**config.mk**
```make
export PLATFORM = sky130hd
export DESIGN_NAME = barrel_sched
export DESIGN_NICKNAME = d
export VERILOG_FILES = /design/src/rtl/barrel_pkg.sv /design/src/rtl/ctx_gate.sv /design/src/rtl/rr_pick.sv /design/src/rtl/barrel_sched.sv
export SDC_FILE = /design/constraint.sdc
export NUM_CORES = 1
export LEC_CHECK = 0
export BUFFER_PORTS_ARGS = -buffer_cell sky130_fd_sc_hd__buf_2
export CAP_MARGIN = 20
export CORE_ASPECT_RATIO = 0.9
export CORE_UTILIZATION = 55
export CTS_CLUSTER_DIAMETER = 60
export DETAILED_ROUTE_END_ITERATION = 8
export GPL_TIMING_DRIVEN = 0
export PLACE_DENSITY = 0.74
export SLEW_MARGIN = 40
export SYNTH_ARGS = -nofsm -noshare
export SYNTH_HDL_FRONTEND = slang
export SYNTH_HIERARCHICAL = 1
export SYNTH_SLANG_ARGS = --single-unit
```
**constraint.sdc**
```tcl
create_clock -name clk_i -period 9.85 [get_ports clk_i]
set_clock_uncertainty 0.15 [all_clocks]
set_input_delay 1.97 -clock clk_i [delete_from_list [all_inputs] [get_ports clk_i]]
set_output_delay 1.97 -clock clk_i [all_outputs]
set_load 0.02 [all_outputs]
```
**src/rtl/barrel_pkg.sv**
```systemverilog
package barrel_pkg;
  function automatic int unsigned id_width(input int unsigned n);
    return (n > 1) ? $clog2(n) : 1;
  endfunction
endpackage

```
**src/rtl/ctx_gate.sv**
```systemverilog
module ctx_gate #(
  parameter int unsigned LA_W    = 4,
  parameter int unsigned MAX_OUT = 8
) (
  input  logic            clk_i,
  input  logic            rst_ni,
  input  logic            issue_i,
  input  logic            mem_i,
  input  logic [LA_W-1:0] la_i,
  input  logic            cmpl_i,
  output logic            open_o,
  output logic            full_o
);
  localparam int unsigned OW = $clog2(MAX_OUT + 1);

  logic [LA_W-1:0] credit_q;
  logic            wait_q;
  logic [OW-1:0]   outst_q;
  logic            inc, dec;

  assign inc = issue_i && mem_i;
  assign dec = cmpl_i && (outst_q != '0);

  always_ff @(posedge clk_i or negedge rst_ni) begin
    if (!rst_ni) begin
      credit_q <= '0;
      wait_q   <= 1'b0;
    end else if (inc) begin
      credit_q <= la_i;
      wait_q   <= 1'b1;
    end else begin
      if (issue_i && credit_q != '0) credit_q <= credit_q - 1'b1;
      if (cmpl_i) wait_q <= 1'b0;
    end
  end

  always_ff @(posedge clk_i or negedge rst_ni) begin
    if (!rst_ni) outst_q <= '0;
    else if (inc && !dec) outst_q <= outst_q + 1'b1;
    else if (dec && !inc) outst_q <= outst_q - 1'b1;
  end

  assign open_o = !(wait_q && credit_q == '0);
  assign full_o = (outst_q == OW'(MAX_OUT));
endmodule

```
**src/rtl/rr_pick.sv**
```systemverilog
module rr_pick #(
  parameter int unsigned N   = 8,
  parameter int unsigned IDW = 3
) (
  input  logic [N-1:0]   req_i,
  input  logic [IDW-1:0] ptr_i,
  output logic           gnt_o,
  output logic [IDW-1:0] id_o
);
  always_comb begin
    gnt_o = 1'b0;
    id_o  = '0;
    for (int i = 0; i < int'(N); i++) begin
      int idx;
      idx = int'(ptr_i) + i;
      if (idx >= int'(N)) idx = idx - int'(N);
      if (!gnt_o && req_i[idx]) begin
        gnt_o = 1'b1;
        id_o  = IDW'(idx);
      end
    end
  end
endmodule

```
**src/rtl/barrel_sched.sv**
```systemverilog
module barrel_sched #(
  parameter int unsigned N_CTX   = 8,
  parameter int unsigned LA_W    = 4,
  parameter int unsigned MAX_OUT = 8,
  parameter int unsigned IDW     = barrel_pkg::id_width(N_CTX)
) (
  input  logic             clk_i,
  input  logic             rst_ni,
  input  logic [N_CTX-1:0] ctx_en_i,
  input  logic [N_CTX-1:0] ctx_rdy_i,
  input  logic [N_CTX-1:0] ctx_stall_i,
  input  logic [N_CTX-1:0] mem_op_i,
  input  logic [LA_W-1:0]  lookahead_i,
  input  logic             cmpl_valid_i,
  input  logic [IDW-1:0]   cmpl_ctx_i,
  output logic [IDW-1:0]   sel_o,
  output logic             valid_o
);
  logic [N_CTX-1:0] gate_open, out_full, elig;
  logic [IDW-1:0]   ptr_q;

  for (genvar c = 0; c < N_CTX; c++) begin : g_ctx
    logic issue, cmpl;
    assign issue = valid_o && (sel_o == IDW'(c));
    assign cmpl  = cmpl_valid_i && (cmpl_ctx_i == IDW'(c));

    ctx_gate #(.LA_W(LA_W), .MAX_OUT(MAX_OUT)) u_gate (
      .clk_i  (clk_i),
      .rst_ni (rst_ni),
      .issue_i(issue),
      .mem_i  (mem_op_i[c]),
      .la_i   (lookahead_i),
      .cmpl_i (cmpl),
      .open_o (gate_open[c]),
      .full_o (out_full[c])
    );

    assign elig[c] = ctx_en_i[c] && ctx_rdy_i[c] && !ctx_stall_i[c]
                     && gate_open[c] && !(mem_op_i[c] && out_full[c]);
  end

  rr_pick #(.N(N_CTX), .IDW(IDW)) u_pick (
    .req_i(elig),
    .ptr_i(ptr_q),
    .gnt_o(valid_o),
    .id_o (sel_o)
  );

  always_ff @(posedge clk_i or negedge rst_ni) begin
    if (!rst_ni) ptr_q <= '0;
    else if (valid_o) ptr_q <= (sel_o == IDW'(N_CTX - 1)) ? '0 : sel_o + 1'b1;
  end
endmodule

```
==> flow_summary.ini, run 1 <==
[global_routing]
first_global_vias = 5361
antenna_found_initial = 0
grt_pass1_wl_um = 25100
grt_max_degree = 53
track_usage = 0.260
grt_overflow_total = 0

[sta]
finalSetupTns_ns = 0
setup_ws_ns = 2.56
setup_viol = 0
finalCriticalPeriod_ns = 7.29
finalCritPeriodShare = 0.740
rsz0062_at_grt = false
holdWs_ns = 0.328
tightest_slew_ns = 0.790
max_freq_mhz = 137
finalMaxSlewViolations = 0
hold_viol = 0
relSlewSlack = 0.474

[power_and_ir_drop]
peakVddDrop_mv = 0.142
power.leakage_nw = 3.06
powerDensity_nw_per_um2 = 380

[synthesis]
avgSynthCellArea_um2 = 9.69
synth_warnings = 6
synth.yosys.seq_area_share = 0.290
synth-edff-count = 0
ys_seq_elements = 75
async_flop_share = 1.00
netlist_area_um2 = 6470
synthCells = 667
ys.flop_type = dfrtp_1
synth_fp_nets = 757
synth_cell_types = 58

[place]
place_hpwl_um = 11200
dp_slack_ns = 2.47
dpl.cell_count = 869
io_buffers = 45
gp_congestion = 0.860

[critical_path]
rr_startpoint = ptr_q[1]$_DFFE_PN0P_
arrival_ns = 5.17
cp-start-kind = flip-flop
critPathKind = reg2out
rr_endpoint = g_ctx[7].u_gate/outst_q[3]$_DFFE_PN0P_
regToRegSetupSlack_ns = 2.65
r2r_cells = 21
end_kind = output pin
path_max_fanout = 10
critPathRequiredTime_ns = 7.73

[die]
die_x_um = 116
die_area_um2 = 12200
initial_core_util = 0.565
core_um2 = 11400
rows = 37
ios = 46
fp.dieH_um = 105

[cts]
path_clk_slew_ns = 0.06
ctsHoldBuffers = 0
clk_latency_ns = 0.34
cts_sinks = 75
htreeDepth = 3
clockRootBuffer = clkbuf_16
cts_buffer_depth = 2
cts_buffers = 9
cts_setup_buffers = 0
cts_tree = yes
cts_resized = 0

[detailed_routing]
dr.pass1.iters = 5
ant_nets = 0
vias = 5530
drt_iter0_markers = 372
routed_wl_um = 15100
viasPerCell = 6.25
wire_per_inst_um = 17.1
drcViolationCount = 0

[hold_path]
hp-start = g_ctx[6].u_gate/wait_q$_DFFE_PN0P_
min_to = g_ctx[6].u_gate/wait_q$_DFFE_PN0P_
hold_class = reg2reg
hold_depth = 1

[cells_and_area]
final_common_cell = dfrtp_1
final_cell_mix = dfrtp_1, inv_1, buf_2
diodes = 0
final_cell_count_no_fill = 885
fin_util = 0.638
drive_gt1_frac = 0.196
nNetsFinal = 814
area_growth_pct = 12.8

[job]
cap_viol_max_count = 0

[status]
status = complete, no violations
[metal layers]
layer | global-route usage | up-vias | part of all wire
met3 | 0.0452 | 20 | 0.051
li1 | - | 2620 | -
met2 | 0.438 | 171 | 0.49
met1 | 0.336 | 2719 | 0.44
met4 | 0.0842 | 0 | 0.016
met5 | 0 | - | 0
[cell type report]
type                    instances  area, um2
inverters                      68        255
clock buffers                  10        239
multi-input cells             499       4220
fillers                       930       4140
plain buffers                  25        113
repair buffers                 46        259
clock inverters                 6        136
well taps                     156        195
flip-flops and latches         75       1880
[worst max-delay path by stage]
stage                               startpoint                                      to  slack, ns  cells past startpoint
after floorplan                 ctx_stall_i[2]  g_ctx[7].u_gate/outst_q[3]$_DFFE_PN0P_       3.05                     18
after global placement            ctx_rdy_i[2]  g_ctx[7].u_gate/outst_q[3]$_DFFE_PN0P_       2.65                     19
final                     ptr_q[1]$_DFFE_PN0P_                                sel_o[2]       2.56                     12
after CTS                 ptr_q[1]$_DFFE_PN0P_                                sel_o[2]       2.60                     12
after global routing      ptr_q[1]$_DFFE_PN0P_  g_ctx[7].u_gate/outst_q[3]$_DFFE_PN0P_       2.30                     21
after detailed placement          ctx_rdy_i[2]  g_ctx[7].u_gate/outst_q[3]$_DFFE_PN0P_       2.47                     19
[critical path: stages (launching register included)]
cell and delay (ns):
dfrtp_1 0.37, clkbuf_1 0.37, clkbuf_1 0.50, inv_1 0.22, ha_1 0.32, clkbuf_1 0.43
mux4_2 0.45, and2_4 0.19, or4_4 0.55, a211oi_4 0.40, a311oi_1 0.15, a21boi_1 0.58
buf_2 0.28
[synth_stat cells, types with 13 or more instances]
| cell | instances | area share |
|---|---|---|
| nand3_1 | 19 | 0.015 |
| nand2_1 | 52 | 0.030 |
| a21oi_1 | 42 | 0.033 |
| ha_1 | 40 | 0.077 |
| mux4_2 | 15 | 0.052 |
| a22o_1 | 16 | 0.022 |
| o31ai_1 | 17 | 0.020 |
| nand2b_1 | 14 | 0.014 |
| clkbuf_1 | 13 | 0.0075 |
| dfrtp_1 | 75 | 0.29 |
| mux2i_1 | 22 | 0.034 |
| xnor2_1 | 16 | 0.022 |
| nand4b_1 | 17 | 0.023 |
| nor3_1 | 18 | 0.014 |
| o211ai_2 | 16 | 0.031 |
| a21o_1 | 20 | 0.023 |
| inv_1 | 67 | 0.039 |
[logic make-up (layout without fill, tap and decap cells)]
family	after synthesis	after routing	synth area share
buf+inv	93	155	0.0569
simple gates	207	207	0.200
xor+xnor	18	18	0.0244
flops	75	75	0.290
mux	55	55	0.121
fa+ha+maj	48	48	0.102
compound gates	171	171	0.206
[state kept, by name, summed over array words and instances, names as in the netlist]
register               count
ptr_q                      3
g_ctx.u_gate/wait_q        8
g_ctx.u_gate/outst_q      32
g_ctx.u_gate/credit_q     32
[where the power goes]
| part | internal, W | switching (W) |
|---|---|---|
| sequential | 0.000462 | 0.000184 |
| combinational | 0.000794 | 0.000916 |
| clock | 0.000280 | 0.000134 |
| total | 0.00154 | 0.00123 |
[metrics by stage]
step                total power [W]  cell area, um2
finish                      0.00277            7300
global route                0.00299            7300
CTS                         0.00276            7300
detailed placement          0.00234            6920
global placement            0.00223            6890
floorplan                   0.00197            6470
Power figures use the tool's default switching activity.
==> inputs of run 2 (changes only) <==
--- a/config.mk
+++ b/config.mk
@@ -12,7 +12,7 @@
 export CTS_CLUSTER_DIAMETER = 60
 export DETAILED_ROUTE_END_ITERATION = 8
 export GPL_TIMING_DRIVEN = 0
-export PLACE_DENSITY = 0.74
+export PLACE_DENSITY = 0.77
 export SLEW_MARGIN = 40
 export SYNTH_ARGS = -nofsm -noshare
 export SYNTH_HDL_FRONTEND = slang
==> constraint.sdc (replaced) <==
create_clock -name clk_i -period 6.3 [get_ports clk_i]
set_clock_uncertainty 0.15 [all_clocks]
set_input_delay 1.26 -clock clk_i [delete_from_list [all_inputs] [get_ports clk_i]]
set_output_delay 1.26 -clock clk_i [all_outputs]
set_load 0.02 [all_outputs]
==> flow_summary.ini, run 2 (synthesis results as in run 1) <==
[cts]
cts_buffer_depth = 2
htreeDepth = 3
clockRootBuffer = clkbuf_16
cts_tree = yes
cts_sinks = 75
clk_latency_ns = 0.33
ctsHoldBuffers = 0
cts_buffers = 9
path_clk_slew_ns = 0.06

[critical_path]
cp_slowest_cell = mux4_2
cp-start-kind = flip-flop
worstPathCellList = inv_1 -> ha_1 -> nor3b_4 -> nand2_1 -> nand4b_1 -> a21oi_2 -> mux4_2 -> and2_4 -> or4_4 -> a211oi_4 -> nand3b_1 -> a21oi_4 -> buf_4 -> ha_1 -> and2_1 -> and2_1 -> ha_1 -> inv_1 -> ha_1 -> or4_4 -> o211ai_2 -> o211ai_2
path_max_fanout = 9
critPathKind = reg2reg
critPathRequiredTime_ns = 6.36
critPathMostFrequentCell = ha_1
arrival_ns = 6.12
crit_start = g_ctx[2].u_gate/credit_q[0]$_DFFE_PN0P_
r2r_cells = 22
regToRegSetupSlack_ns = 0.25
end_kind = flip-flop
cpPeakStageDelay_ns = 0.56
rr_endpoint = g_ctx[1].u_gate/outst_q[3]$_DFFE_PN0P_
rr_startpoint = g_ctx[2].u_gate/credit_q[0]$_DFFE_PN0P_

[power_and_ir_drop]
p_clk_frac = 0.134
p_int_w = 0.00244
seq_power_share = 0.233
power.leakage_nw = 3.12
peakVddDrop_mv = 0.261
p_sw_w = 0.00196
pwr-share-comb = 0.632
powerDensity_nw_per_um2 = 594
switching_share = 0.446

[cells_and_area]
nNetsFinal = 819
top_regs = g_ctx.u_gate/credit_q (32), g_ctx.u_gate/outst_q (32), g_ctx.u_gate/wait_q (8)
drive_gt1_frac = 0.225
final_cell_mix = dfrtp_1, inv_1, buf_2
area_growth_pct = 14.5
final_common_cell = dfrtp_1
diodes = 0
fillCellCount = 948

[global_routing]
track_usage = 0.258
antenna_found_initial = 0
grt_max_degree = 60
grt_pass1_wl_um = 25000
grt_overflow_total = 0
first_global_vias = 5505

[sta]
tightest_slew_ns = 0.672
setup_ws_ns = 0.248
finalSetupTns_ns = 0
max_freq_mhz = 165
hold_viol = 0
finalCriticalPeriod_ns = 6.05
relSlewSlack = 0.552
setup_viol = 0
finalCritPeriodShare = 0.961
holdWs_ns = 0.329
finalMaxSlewViolations = 0

[detailed_routing]
vias = 5558
highest_layer = met4
ant_nets = 0
dr_wl_met2_um = 7650
drcViolationCount = 0
routed_wl_um = 15200
viasPerCell = 6.24
wire_per_inst_um = 17.0
dr.pass1.iters = 5
drt_iter0_markers = 271
wl_met3_um = 653
wl_met1_um = 6540

[place]
io_buffers = 45
gp_congestion = 0.857
place_hpwl_um = 11200
dp_slack_ns = -0.653

[die]
rows = 37
die_x_um = 116
fp.dieH_um = 105
initial_core_util = 0.565
die_area_um2 = 12200
core_um2 = 11400
ios = 46

[status]
status = complete, no violations

[hold_path]
hp-start = g_ctx[7].u_gate/wait_q$_DFFE_PN0P_
hold_depth = 1
min_to = g_ctx[7].u_gate/wait_q$_DFFE_PN0P_
hold_class = reg2reg

[job]
cap_viol_max_count = 0
==> run 2: cell count changes in the layout (fill, tap and decap cells not counted), sizes merged <==
cell,change
buf,+8
clkbuf,-2
bufinv,-1
clkinv,+1
clkinvlp,-1
==> run 2: timing repair <==
| action | CTS | global route |
|---|---|---|
| setup endpoints to repair | 26 | 8 |
| pin swaps | 0 | 3 |
| buffers inserted | 0 | 7 |
| hold endpoints to repair | 0 | 0 |
| gates resized for setup | 4 | 20 |
==> run 2: per-layer routing <==
layer  up-vias  global-route usage
met5         -                   0
met4         0              0.0989
met3        33              0.0470
met2       150               0.440
met1      2747               0.320
li1       2628                   -
==> run 2: critical path: cells and delay by family (launching register included) <==
kind	cells	cell delay [ns]
adders and majority gates	4	1.03
and+or+nand+nor	9	2.48
DFF	1	0.41
buffers and inverters	3	0.34
AOI/OAI and AO/OA	5	0.94
muxes	1	0.56
==> run 2: layout make-up <==
class	count	area, um2	share of cell area
multi-input cells	499	4310	0.583
flip-flops and latches	75	1880	0.254
repair buffers	53	312	0.0421
inverters	68	255	0.0345
clock buffers	11	243	0.0328
well taps	156	195	0.0264
plain buffers	23	106	0.0144
clock inverters	5	100	0.0135
==> run 2: worst max-delay path by stage <==
stage | to | cells past startpoint | slack, ns
5_1_grt | g_ctx[2].u_gate/outst_q[3]$_DFFE_PN0P_ | 22 | -0.03
2_1_floorplan | g_ctx[7].u_gate/outst_q[3]$_DFFE_PN0P_ | 21 | 0.02
3_3_place_gp | g_ctx[7].u_gate/outst_q[3]$_DFFE_PN0P_ | 20 | -0.53
3_5_place_dp | g_ctx[7].u_gate/outst_q[3]$_DFFE_PN0P_ | 21 | -0.65
4_1_cts | g_ctx[7].u_gate/outst_q[3]$_DFFE_PN0P_ | 22 | 0.09
6_report | g_ctx[1].u_gate/outst_q[3]$_DFFE_PN0P_ | 22 | 0.25
==> run 2: power groups by stage <==
stage          combinational (W)  sequential [W]  clock (W)
6_report                 0.00278         0.00103   0.000591
2_1_floorplan            0.00213        0.000941          0
3_5_place_dp             0.00266         0.00101          0
5_1_grt                  0.00307         0.00106   0.000622
4_1_cts                  0.00268         0.00101   0.000604
3_3_place_gp             0.00249        0.000992          0
==> run 2: through the flow <==
| stage | instance area [um2] | util | cells | power [W] |
|---|---|---|---|---|
| 4_1_cts | 7270 | 0.636 | 883 | 0.00429 |
| 6_report | 7400 | 0.647 | 890 | 0.00440 |
| 2_1_floorplan | 6470 | - | 667 | 0.00307 |
| 5_1_grt | 7400 | 0.647 | 890 | 0.00476 |
| 3_5_place_dp | 6920 | 0.605 | 869 | 0.00366 |
| 3_3_place_gp | 6890 | 0.602 | 868 | 0.00348 |
